**src/rtl/ss_seq_pkg.sv**
```systemverilog
// Package: ss_seq_pkg
// Shared channel indices and a width helper for the soft-start sequencer.
// Assumes: only two channels exist; index 0 leads, index 1 lags.
package ss_seq_pkg;
    typedef enum int {CH_SW = 0, CH_LIN = 1} ss_chan_e;

    localparam int NUM_CH = 2;

    // Bits needed to hold values 0..n-1, never less than one bit.
    function automatic int cnt_width(input int n);
        return (n > 2) ? $clog2(n) : 1;
    endfunction
endpackage

```
**src/rtl/ss_run_qual.sv**
```systemverilog
// Module: ss_run_qual
// Combines the supply-good, enable and fault inputs into one run permission.
// Assumes: all three inputs are already synchronous to the oscillator clock.
module ss_run_qual (
    input  logic supply_ok,
    input  logic enable,
    input  logic fault,
    output logic run
);
    // Ramping is allowed only with a good supply, the part enabled and no fault.
    always_comb begin
        run = supply_ok & enable & ~fault;
    end
endmodule

```
**src/rtl/ss_lag_timer.sv**
```systemverilog
// Module: ss_lag_timer
// Counts qualifying cycles until the lag before the trailing channel has elapsed.
// Assumes: run low clears the count; the count holds once it reaches the limit.
module ss_lag_timer #(
    parameter int LAG_CYCLES = 320
) (
    input  logic clk,
    input  logic rst_n,
    input  logic run,
    output logic lag_done
);
    localparam int LW = ss_seq_pkg::cnt_width(LAG_CYCLES + 1);
    localparam logic [LW-1:0] LAG_LIMIT = LW'(LAG_CYCLES);

    logic [LW-1:0] lag_cnt;

    // Advance the lag count while running and stop at the limit.
    always_ff @(posedge clk) begin
        if (!rst_n || !run) begin
            lag_cnt <= '0;
        end else if (lag_cnt != LAG_LIMIT) begin
            lag_cnt <= lag_cnt + 1'b1;
        end
    end

    // The trailing channel may advance once the limit has been reached.
    always_comb begin
        lag_done = (lag_cnt == LAG_LIMIT);
    end
endmodule

```
**src/rtl/ss_step_ramp.sv**
```systemverilog
// Module: ss_step_ramp
// One staircase channel: holds each code for STEP_CYCLES advancing cycles,
// then raises it by one, and stops at FINAL_CODE.
// Assumes: clear has priority over advance; the step count freezes at saturation.
module ss_step_ramp #(
    parameter int FINAL_CODE  = 40,
    parameter int STEP_CYCLES = 32,
    parameter int CODE_W      = 6
) (
    input  logic              clk,
    input  logic              rst_n,
    input  logic              clear,
    input  logic              advance,
    output logic [CODE_W-1:0] code,
    output logic              done
);
    localparam int SW = ss_seq_pkg::cnt_width(STEP_CYCLES);
    localparam logic [SW-1:0]     STEP_LAST = SW'(STEP_CYCLES - 1);
    localparam logic [CODE_W-1:0] CODE_TOP  = CODE_W'(FINAL_CODE);

    logic [SW-1:0]     step_cnt;
    logic [CODE_W-1:0] code_q;

    // Count cycles within the current step and bump the code at the step's end.
    always_ff @(posedge clk) begin
        if (!rst_n || clear) begin
            step_cnt <= '0;
            code_q   <= '0;
        end else if (advance && (code_q != CODE_TOP)) begin
            if (step_cnt == STEP_LAST) begin
                step_cnt <= '0;
                code_q   <= code_q + 1'b1;
            end else begin
                step_cnt <= step_cnt + 1'b1;
            end
        end
    end

    // Present the code and flag the final value.
    always_comb begin
        code = code_q;
        done = (code_q == CODE_TOP);
    end
endmodule

```
**src/rtl/softstart_seq.sv**
```systemverilog
// Module: softstart_seq
// Top of the dual-channel stepped soft-start sequencer. The switching channel
// ramps as soon as running is allowed; the linear channel starts LAG_CYCLES later.
// Assumes: clock is the oscillator clock; reset is synchronous and active low.
module softstart_seq #(
    parameter int FINAL_CODE  = 40,
    parameter int STEP_CYCLES = 32,
    parameter int LAG_CYCLES  = 320,
    localparam int CODE_W     = ss_seq_pkg::cnt_width(FINAL_CODE + 1)
) (
    input  logic              clk,
    input  logic              rst_n,
    input  logic              supply_ok,
    input  logic              enable,
    input  logic              fault,
    output logic [CODE_W-1:0] sw_ref_code,
    output logic [CODE_W-1:0] lin_ref_code,
    output logic              sw_ramp_done,
    output logic              lin_ramp_done,
    output logic              all_ramps_done
);
    import ss_seq_pkg::*;

    logic run;
    logic halt;
    logic lag_done;
    logic [CODE_W-1:0] ch_code [NUM_CH];
    logic [NUM_CH-1:0] ch_done;

    ss_run_qual u_qual (
        .supply_ok (supply_ok),
        .enable    (enable),
        .fault     (fault),
        .run       (run)
    );

    // Both channels clear whenever running is not allowed.
    always_comb begin
        halt = ~run;
    end

    ss_lag_timer #(
        .LAG_CYCLES (LAG_CYCLES)
    ) u_lag (
        .clk      (clk),
        .rst_n    (rst_n),
        .run      (run),
        .lag_done (lag_done)
    );

    for (genvar ch = 0; ch < NUM_CH; ch++) begin : g_ch
        logic adv;
        if (ch == int'(CH_SW)) begin : g_lead
            // The leading channel advances on every running cycle.
            always_comb adv = run;
        end else begin : g_trail
            // The trailing channel advances only after the lag has elapsed.
            always_comb adv = run & lag_done;
        end

        ss_step_ramp #(
            .FINAL_CODE  (FINAL_CODE),
            .STEP_CYCLES (STEP_CYCLES),
            .CODE_W      (CODE_W)
        ) u_ramp (
            .clk     (clk),
            .rst_n   (rst_n),
            .clear   (halt),
            .advance (adv),
            .code    (ch_code[ch]),
            .done    (ch_done[ch])
        );
    end

    // Route the channel results to the ports and combine the done flags.
    always_comb begin
        sw_ref_code    = ch_code[CH_SW];
        lin_ref_code   = ch_code[CH_LIN];
        sw_ramp_done   = ch_done[CH_SW];
        lin_ramp_done  = ch_done[CH_LIN];
        all_ramps_done = &ch_done;
    end
endmodule

```
**config.mk**
```make
export PLATFORM = sky130hd
export DESIGN_NAME = softstart_seq
export DESIGN_NICKNAME = d
export VERILOG_FILES = /design/src/rtl/ss_seq_pkg.sv /design/src/rtl/ss_run_qual.sv /design/src/rtl/ss_lag_timer.sv /design/src/rtl/ss_step_ramp.sv /design/src/rtl/softstart_seq.sv
export SDC_FILE = /design/constraint.sdc
export NUM_CORES = 1
export LEC_CHECK = 0
export ABC_AREA = 1
export BUFFER_PORTS_ARGS = -buffer_cell sky130_fd_sc_hd__buf_4
export CORE_UTILIZATION = 55
export DETAILED_ROUTE_END_ITERATION = 8
export PLACE_DENSITY = 0.82
export SYNTH_ARGS = -nofsm -noshare
export SYNTH_HDL_FRONTEND = slang
export SYNTH_HIERARCHICAL = 1
export SYNTH_SLANG_ARGS = --single-unit
```
**constraint.sdc**
```tcl
create_clock -name clk -period 3.5 [get_ports clk]
set_input_delay 0 -clock clk [delete_from_list [all_inputs] [get_ports clk]]
set_output_delay 0 -clock clk [all_outputs]
set_load 0.05 [all_outputs]
```
==> results of run 1 <==
-- state kept, by name, indices dropped and copies added (netlist names) --
signal,flops
g_ch.u_ramp/step_cnt,10
g_ch.u_ramp/code,12
u_lag/lag_cnt,9
-- cell type report --
type                            instances  area [um2]  share of cell area, %
Timing Repair Buffer                   20       152.6                  7.101
Clock inverter                          1       30.03                  1.397
Sequential cell                        31       620.6                  28.87
Inverter                               42       157.7                  7.334
Clock buffer                            6       41.29                  1.921
Tap cell                               44       55.05                  2.561
Multi-Input combinational cell        199        1092                  50.82
-- routing by layer --
layer	global-route usage [%]	part of all wire [%]
met1	28.67	46
met2	40.82	49
met3	5.844	5.3
met4	7.973	0.35
met5	0	0
-- cell families after synthesis --
family | after synthesis
buffers and inverters | 42
XOR/XNOR | 1
adder cells (fa/ha/maj) | 10
AND/OR/NAND/NOR | 161
AO/OA/AOI/OAI | 27
flip-flops | 31
-- path summary, 6_finish.rpt --
path                                endpoint  slack (ps)  cells after the start
setup / recovery      g_ch[1].u_ramp/code[3]        1700                     12
hold / removal    g_ch[0].u_ramp/step_cnt[3]          50                      4
setup reg to reg      g_ch[1].u_ramp/code[3]        1700                     12
hold reg to reg   g_ch[1].u_ramp/step_cnt[3]         490                      2
-- power by group through the flow --
| stage | combinational [mW] | clock [mW] | sequential, mW |
|---|---|---|---|
| 3_3_place_gp | 0.0216 | 0 | 0.362 |
| 4_1_cts | 0.0231 | 0.277 | 0.353 |
| 2_1_floorplan | 0.0153 | 0 | 0.362 |
| 3_5_place_dp | 0.0222 | 0 | 0.362 |
| 6_report | 0.0229 | 0.271 | 0.353 |
| 5_1_grt | 0.0256 | 0.293 | 0.354 |
-- Yosys cell counts --
| master | instances |
|---|---|
| o21ai_1 | 8 |
| nor3_2 | 4 |
| a21oi_2 | 2 |
| nand3_2 | 5 |
| nand3_1 | 18 |
| nor3_1 | 1 |
| nor2_2 | 4 |
| nand2_2 | 6 |
| ha_1 | 10 |
| nand2_1 | 64 |
| or2_2 | 2 |
| inv_1 | 32 |
| nor2_8 | 4 |
| nand4_1 | 2 |
| xnor2_1 | 1 |
| o21ai_0 | 4 |
| nor2_4 | 3 |
| a21oi_1 | 13 |
| nor2_1 | 45 |
| and3_1 | 2 |
| dfxtp_1 | 31 |
| nor3b_1 | 1 |
| inv_2 | 10 |
-- critical path, stage by stage, from the launching register on --
cell and delay (ps):
dfxtp_1 350, inv_1 110, ha_1 180, nand3_1 100, nor2_2 190, nand2_1 80
inv_1 200, inv_2 100, nor2_8 170, nand2_1 70, nand2_1 60, inv_1 50
nor2_1 90
==> results.py, run 1 <==
metrics = {
    "synth": {
        "syn_area_mm2": 0.001871,
        "yosysWarningCount": 6,
        "post-synth-top-area-cell": "dfxtp_1",
        "yosys-top-cells-area": "dfxtp_1 33%, nand2_1 13%, nor2_1 9.0%, ha_1 6.7%, inv_1 6.4%",
        "synth_top_family_by_area": "simple AND/OR/NAND/NOR gates",
        "synth_compound_area_share_pct": 7.625,
        "yosysSeqAreaShare_pct": 33.18,
        "yosys.area_share.adder_pct": 6.689,
        "ys_types": 23,
        "syn_inst": 272,
        "synth_xor_area_share_pct": 0.4682,
        "syn_area_per_cell_um2": 6.877,
        "syn-num-nets": 287,
        "yosys.area_share.simple_pct": 43.61,
        "synthMuxAreaShare_pct": 0,
        "netlist.area_leader.share_pct": 33.18,
        "synth_seq_cells": 31,
    },
    "worst_hold_path": {
        "holdCritStartpoint": "fault",
        "hold_path_class": "in2reg",
    },
    "clock_network": {
        "clkTransAtPathRegs_ps": 100,
        "numCtsBuffers": 5,
        "cts-resized-gates": 0,
        "clock_sinks": 31,
        "postCtsSetupBuffers": 0,
        "cts_tree": "done",
        "cts_hold_buf": 1,
        "clk_path_buf_depth": 2,
        "root_buffer": "clkbuf_4",
        "cts-htree-levels": 2,
        "worstSkewPairLatency_ps": 340,
    },
    "cells_and_area": {
        "final_cell_mix": "64 x nand2_1, 45 x nor2_1, 32 x inv_1",
        "post-route-cell-area_mm2": 0.002150,
        "nets": 314,
        "syn2layout_area_growth_pct": 14.92,
        "final_util_pct": 68.72,
        "final_common_cell": "nand2_1",
        "final_cells": 343,
        "drive_gt1_share_pct": 21.74,
        "n_antenna_cell": 0,
        "fill_cells": 276,
    },
    "grt": {
        "grt_pass1_vias": 1540,
        "grt_max_degree": 10,
        "grt-ovfl-total": 0,
        "grt_use_total_pct": 23.71,
        "antenna_found_initial": 0,
        "grt_pass1_wl_um": 6417,
    },
    "detailed_routing": {
        "wirelength_um": 3737,
        "drtPass1Iterations": 4,
        "drt-initial-drc-count": 118,
        "vias": 1678,
        "ant_nets": 0,
        "viasPerCell": 4.892,
        "drc": 0,
        "routedWlPerCell_um": 10.90,
    },
    "power": {
        "pwr-share-seq_pct": 54.6,
        "power.internal_mw": 0.5090,
        "netSwitchingFraction_pct": 21.39,
        "powerDensity_mw_per_mm2": 301.2,
        "peakVddDrop_mv": 0.1940,
        "power.switching_mw": 0.1385,
        "p_leak_nw": 0.9075,
        "clock_power_share_pct": 41.9,
        "power.total_mw": 0.6475,
        "power_frac_comb_pct": 3.5,
    },
    "setup_path": {
        "crit_fanout": 8,
        "critPathLaunch": "u_lag/lag_cnt[0]",
        "r2r-start": "u_lag/lag_cnt[0]",
        "required_ps": 3760,
        "critPathArrivalTime_ps": 2070,
        "cp-end-kind": "flop",
        "critPathLaunchType": "flop",
        "critical_path_class": "reg2reg",
    },
    "sta": {
        "setup_tns_ps": 0,
        "rsz0062_at_grt": "no",
        "setup_violations": 0,
        "hold_viol": 0,
        "hold_ws_ps": 50.70,
        "slew_headroom_pct": 70.48,
        "worstMarginPinSlew_ps": 442.3,
        "fin_crit_sh_pct": 51.51,
        "setup_slack_ps": 1697,
        "min_period_ps": 1803,
        "max_freq_mhz": 554.7,
        "fin_skew_ps": 13.52,
        "finalMaxSlewViolations": 0,
    },
    "placement": {
        "place_ws_ps": 1779,
        "io_buffers": 19,
        "postPlaceCellArea_mm2": 0.002068,
        "dp.final_hpwl_um": 2760,
        "dp.cells": 335,
        "gp_congestion": 0.8873,
    },
    "floorplan": {
        "coreArea_mm2": 0.003128,
        "dieWidth_um": 60.32,
        "boundaryPins": 20,
        "initial_utilization_pct": 59.80,
        "die_y_um": 60.32,
        "rows": 20,
        "dieArea_mm2": 0.003638,
    },
    "flow_run": {
        "maxCapViolCount": 0,
    },
    "run_status": {
        "status": "completed",
    },
}
No activity file was read; power rests on OpenSTA's default activity.
==> run 2: changes to the inputs <==
CORE_UTILIZATION = 52   (was 55)
clock period = 1.55 ns   (was 3.5 ns; I/O delays follow)
==> run 2 against run 1 <==
Effect of this change: routed wire length is 6.3% higher; clock-buffer cell count stayed put; clock skew is essentially flat; global-route usage down 1.4 points; critical path depth down 6; die area increased by 5.6%; critical endpoint is now sw_ramp_done.
==> results.py, run 2 (synthesized netlist as in run 1, its figures left out) <==
metrics = {
    "detailed_routing": {
        "ant_nets": 0,
        "drt-initial-drc-count": 66,
        "wirelength_um": 3971,
        "drtPass1Iterations": 4,
        "vias": 1789,
        "drc": 0,
        "viasPerCell": 4.928,
        "routedWlPerCell_um": 10.94,
    },
    "sta": {
        "setup_slack_ps": 54.92,
        "setup_violations": 0,
        "min_period_ps": 1495,
        "slew_headroom_pct": 79.79,
        "hold_viol": 0,
        "hold_ws_ps": 19.44,
        "max_freq_mhz": 668.9,
        "finalMaxSlewViolations": 0,
        "rsz0062_at_grt": "yes",
        "fin_crit_sh_pct": 96.46,
        "setup_tns_ps": 0,
        "worstMarginPinSlew_ps": 302.8,
        "fin_skew_ps": 13.41,
    },
    "clock_network": {
        "cts_tree": "done",
        "clkTransAtPathRegs_ps": 100,
        "worstSkewPairLatency_ps": 330,
        "clock_sinks": 31,
        "numCtsBuffers": 5,
        "cts-htree-levels": 2,
        "root_buffer": "clkbuf_4",
        "clk_path_buf_depth": 2,
        "cts_hold_buf": 0,
    },
    "cells_and_area": {
        "nets": 332,
        "final_common_cell": "nand2_1",
        "largest_reg_flops": 12,
        "drive_gt1_share_pct": 36.91,
        "syn2layout_area_growth_pct": 27.89,
        "final_cell_mix": "62 x nand2_1, 43 x nor2_1, 35 x buf_4",
        "n_antenna_cell": 0,
    },
    "grt": {
        "grt_use_total_pct": 22.32,
        "grt_max_degree": 10,
        "antenna_found_initial": 0,
        "grt_pass1_vias": 1524,
        "grt_pass1_wl_um": 6189,
        "grt-ovfl-total": 0,
    },
    "placement": {
        "gp_congestion": 0.8082,
        "dp.final_hpwl_um": 2722,
        "io_buffers": 19,
        "place_ws_ps": 20.62,
    },
    "floorplan": {
        "die_y_um": 61.98,
        "dieWidth_um": 61.98,
        "dieArea_mm2": 0.003841,
        "rows": 21,
        "coreArea_mm2": 0.003390,
        "boundaryPins": 20,
        "initial_utilization_pct": 55.19,
    },
    "setup_path": {
        "path_delay_family": "buffers and inverters",
        "crit_path_top_delay_cell": "dfxtp_2",
        "critPathArrivalTime_ps": 1500,
        "critical_path_class": "reg2out",
        "crit_path_max_incr_delay_ps": 350,
        "worstRegToRegCells": 10,
        "worst-path-stages": 6,
        "critPathLaunchType": "flop",
        "required_ps": 1550,
        "crit_fanout": 4,
        "crit_top_cell": "buf_4",
        "cp-end-kind": "output pin",
        "crit_buf_inv": 3,
        "worstPathCellList": "inv_1 > ha_2 > nand3_2 > nor2_4 > buf_4 > buf_4",
    },
    "worst_hold_path": {
        "hold_path_class": "in2reg",
        "min_path_cells": 3,
    },
    "run_status": {
        "status": "completed",
    },
    "flow_run": {
        "maxCapViolCount": 0,
    },
    "power": {
        "powerDensity_mw_per_mm2": 557.6,
        "peakVddDrop_mv": 0.3412,
        "p_leak_nw": 0.9922,
    },
}
-- run 2: worst reg2reg max path, stage by stage, from the launching register on --
cell and delay [ps]:
dfxtp_2 360, inv_1 70, ha_2 200, nand3_2 100, nor2_4 50, buf_4 130
buf_4 140, nor2_8 150, nand3_1 90, nand2_1 70, nor2_1 40
-- run 2: area by class of cell --
class / count / area [um2]
multi-input combinational: 199 / 1179
fill: 278 / 997.2
sequential: 31 / 638.1
timing repair buffer: 38 / 300.3
inverter: 42 / 161.4
tap: 46 / 57.56
clock buffer: 6 / 51.30
clock inverter: 1 / 5.005
-- run 2: final timing paths --
path,start,to,slack (ps)
worst max register to register,g_ch[0].u_ramp/code[1],g_ch[0].u_ramp/code[0],50
worst max-delay path,g_ch[0].u_ramp/code[1],sw_ramp_done,50
worst min register to register,u_lag/lag_cnt[8],u_lag/lag_cnt[8],480
worst min-delay path,rst_n,u_lag/lag_cnt[5],20
-- run 2: where the power goes --
group | internal [mW] | switching (mW)
Combinational | 0.0202 | 0.0325
Clock | 0.210 | 0.277
Sequential | 0.793 | 0.000885
-- run 2: timing repair --
| action | CTS | global route |
|---|---|---|
| resized for setup | 1 | 32 |
| gates cloned | 0 | 0 |
| pin swaps | 2 | 12 |
| buffers inserted | 4 | 5 |
| setup endpoints to repair | 1 | 21 |
-- run 2: layer usage --
metal	GRT usage, %	up-vias	part of all wire (%)
li1	-	945	-
met1	25.95	806	45
met2	38.91	31	50
met3	3.727	7	2.8
met4	12.06	0	2.0
met5	0	-	0
-- run 2: stage by stage --
stage	utilization (%)	cell area (um2)	power (mW)	instances
3_3_place_gp	63.79	2162	0.8681	347
6_report	70.58	2392	1.334	363
3_5_place_dp	63.79	2162	0.8688	347
4_1_cts	66.45	2252	1.348	358
2_1_floorplan	-	1887	0.8509	272
5_1_grt	70.58	2392	1.382	363
==> run 3: changes to the inputs <==
CORE_UTILIZATION = 25   (was 52)
PLACE_DENSITY = 0.49   (was 0.82)
==> run 3 against run 2 <==
Effect of this change: routed wire length increased by 5.8%; combinational power is 4.0% higher; clock skew about the same; register-to-register slack about the same; critical path depth increased by 2; fmax about the same; sequential cell count unchanged; sequential power hardly changed; critical path type is now reg2reg; highest routed layer unchanged.
==> results.py, run 3 (synthesized netlist as in run 1, its figures left out) <==
metrics = {
    "clock_network": {
        "cts_hold_buf": 0,
        "cts_tree": "done",
        "clkTransAtPathRegs_ps": 80,
        "root_buffer": "clkbuf_8",
        "clk_path_buf_depth": 2,
        "worstSkewPairLatency_ps": 290,
        "numCtsBuffers": 5,
        "clock_sinks": 31,
        "cts-htree-levels": 2,
    },
    "detailed_routing": {
        "routedWlPerCell_um": 10.12,
        "drtPass1Iterations": 4,
        "drt-initial-drc-count": 45,
        "wirelength_um": 4201,
        "drc": 0,
        "ant_nets": 0,
        "vias": 1746,
        "viasPerCell": 4.207,
    },
    "cells_and_area": {
        "nets": 330,
        "drive_gt1_share_pct": 34.18,
        "post-route-cell-area_mm2": 0.002476,
        "final_cell_mix": "63 x nand2_1, 43 x nor2_1, 34 x buf_4",
        "largest_reg_flops": 12,
        "syn2layout_area_growth_pct": 32.37,
        "final_common_cell": "nand2_1",
        "fill_cells": 795,
        "n_antenna_cell": 0,
    },
    "worst_hold_path": {
        "hold_path_class": "in2reg",
    },
    "power": {
        "power.total_mw": 1.699,
        "powerDensity_mw_per_mm2": 686.2,
        "p_leak_nw": 1.004,
        "peakVddDrop_mv": 0.4197,
    },
    "grt": {
        "grt_max_degree": 11,
        "grt_pass1_wl_um": 6768,
        "grt_use_total_pct": 11.47,
        "antenna_found_initial": 0,
        "grt-ovfl-total": 0,
        "grt_pass1_vias": 1551,
    },
    "placement": {
        "place_ws_ps": 19.38,
        "dp.final_hpwl_um": 3071,
        "gp_congestion": 0.7975,
        "io_buffers": 19,
        "postPlaceCellArea_mm2": 0.002236,
    },
    "floorplan": {
        "initial_utilization_pct": 25.79,
        "dieArea_mm2": 0.007832,
        "coreArea_mm2": 0.007253,
        "rows": 31,
        "dieWidth_um": 88.50,
        "die_y_um": 88.50,
        "boundaryPins": 20,
    },
    "sta": {
        "hold_viol": 0,
        "slew_headroom_pct": 79.52,
        "finalMaxSlewViolations": 0,
        "setup_violations": 0,
        "max_freq_mhz": 669.1,
        "worstMarginPinSlew_ps": 306.9,
        "setup_slack_ps": 55.54,
        "fin_crit_sh_pct": 96.42,
        "min_period_ps": 1494,
        "fin_skew_ps": 13.18,
    },
    "flow_run": {
        "maxCapViolCount": 0,
    },
    "setup_path": {
        "crit_top_cell": "nand2_1",
        "worstPathCellList": "ha_2 > and3_4 > ha_4 > nand2_1 > nor2_2 > nand2_1 > o21ai_1 > nor2_1",
        "crit_path_top_delay_cell": "dfxtp_1",
        "cp-end-kind": "flop",
        "crit_fanout": 5,
        "crit_buf_inv": 0,
        "path_delay_family": "simple AND/OR/NAND/NOR gates",
        "critical_path_class": "reg2reg",
        "critPathArrivalTime_ps": 1690,
        "required_ps": 1740,
        "crit_path_max_incr_delay_ps": 340,
        "critPathLaunchType": "flop",
    },
    "run_status": {
        "status": "completed",
    },
}
-- run 3: cell count changes in the layout (fill, tap and decap cells not counted), moves of 2 or more --
cell      change
clkbuf_8      +5
nand3_2       -2
inv_2         -4
clkbuf_4      -5
inv_1         +4
nand3_1       +2
-- run 3: worst min-delay path: cells and delay by family --
family          cells  cell delay (ps)
buf+inv             1              130
compound gates      1               50
simple gates        1              130
-- run 3: routing by layer --
layer | global-route usage [%] | vias up | wire length, um
li1 | - | 936 | -
met1 | 13.28 | 782 | 1991
met2 | 19.23 | 20 | 1977
met3 | 2.892 | 8 | 111
met4 | 6.598 | 0 | 120
met5 | 0 | - | 0
-- run 3: where the power goes --
part | internal, mW | switching (mW) | leakage, nW
clock | 0.520 | 0.328 | 0.0612
sequential | 0.795 | 0.000872 | 0.255
combinational | 0.0210 | 0.0337 | 0.688
-- run 3: timing repair --
action,CTS,global route
hold endpoints to repair,0,0
gates resized for setup,0,22
pin swaps,2,9
setup endpoints to repair,1,16
buffers inserted,4,2
-- run 3: worst paths after layout --
| kind | slack [ps] | cells past startpoint | endpoint | from |
|---|---|---|---|---|
| max | 60 | 8 | g_ch[1].u_ramp/code[3] | g_ch[1].u_ramp/step_cnt[0] |
| max reg2reg | 60 | 8 | g_ch[1].u_ramp/code[3] | g_ch[1].u_ramp/step_cnt[0] |
| min reg2reg | 480 | 2 | u_lag/lag_cnt[8] | u_lag/lag_cnt[8] |
| min | 80 | 3 | u_lag/lag_cnt[5] | rst_n |
-- run 3: metrics by stage --
step / hold slack (ps) / TNS [ps] / instances / util (%)
finish: 77.68 / 0 / 415 / 34.14
detailed placement: 379.3 / 0 / 401 / 30.83
CTS: 69.68 / 0 / 413 / 32.86
global placement: 381.4 / 0 / 401 / 30.83
global route: 74.60 / -45.19 / 415 / 34.14
floorplan: 187.9 / -13.33 / 272 / -
-- run 3: layout make-up --
cell class | instances | area (um2) | area share (%)
multi-input combinational | 199 | 1157 | 46.74
timing repair buffer | 36 | 281.5 | 11.37
clock buffer | 6 | 82.58 | 3.335
clock inverter | 2 | 35.03 | 1.415
sequential | 31 | 634.4 | 25.62
inverter | 42 | 161.4 | 6.518
tap | 99 | 123.9 | 5.003
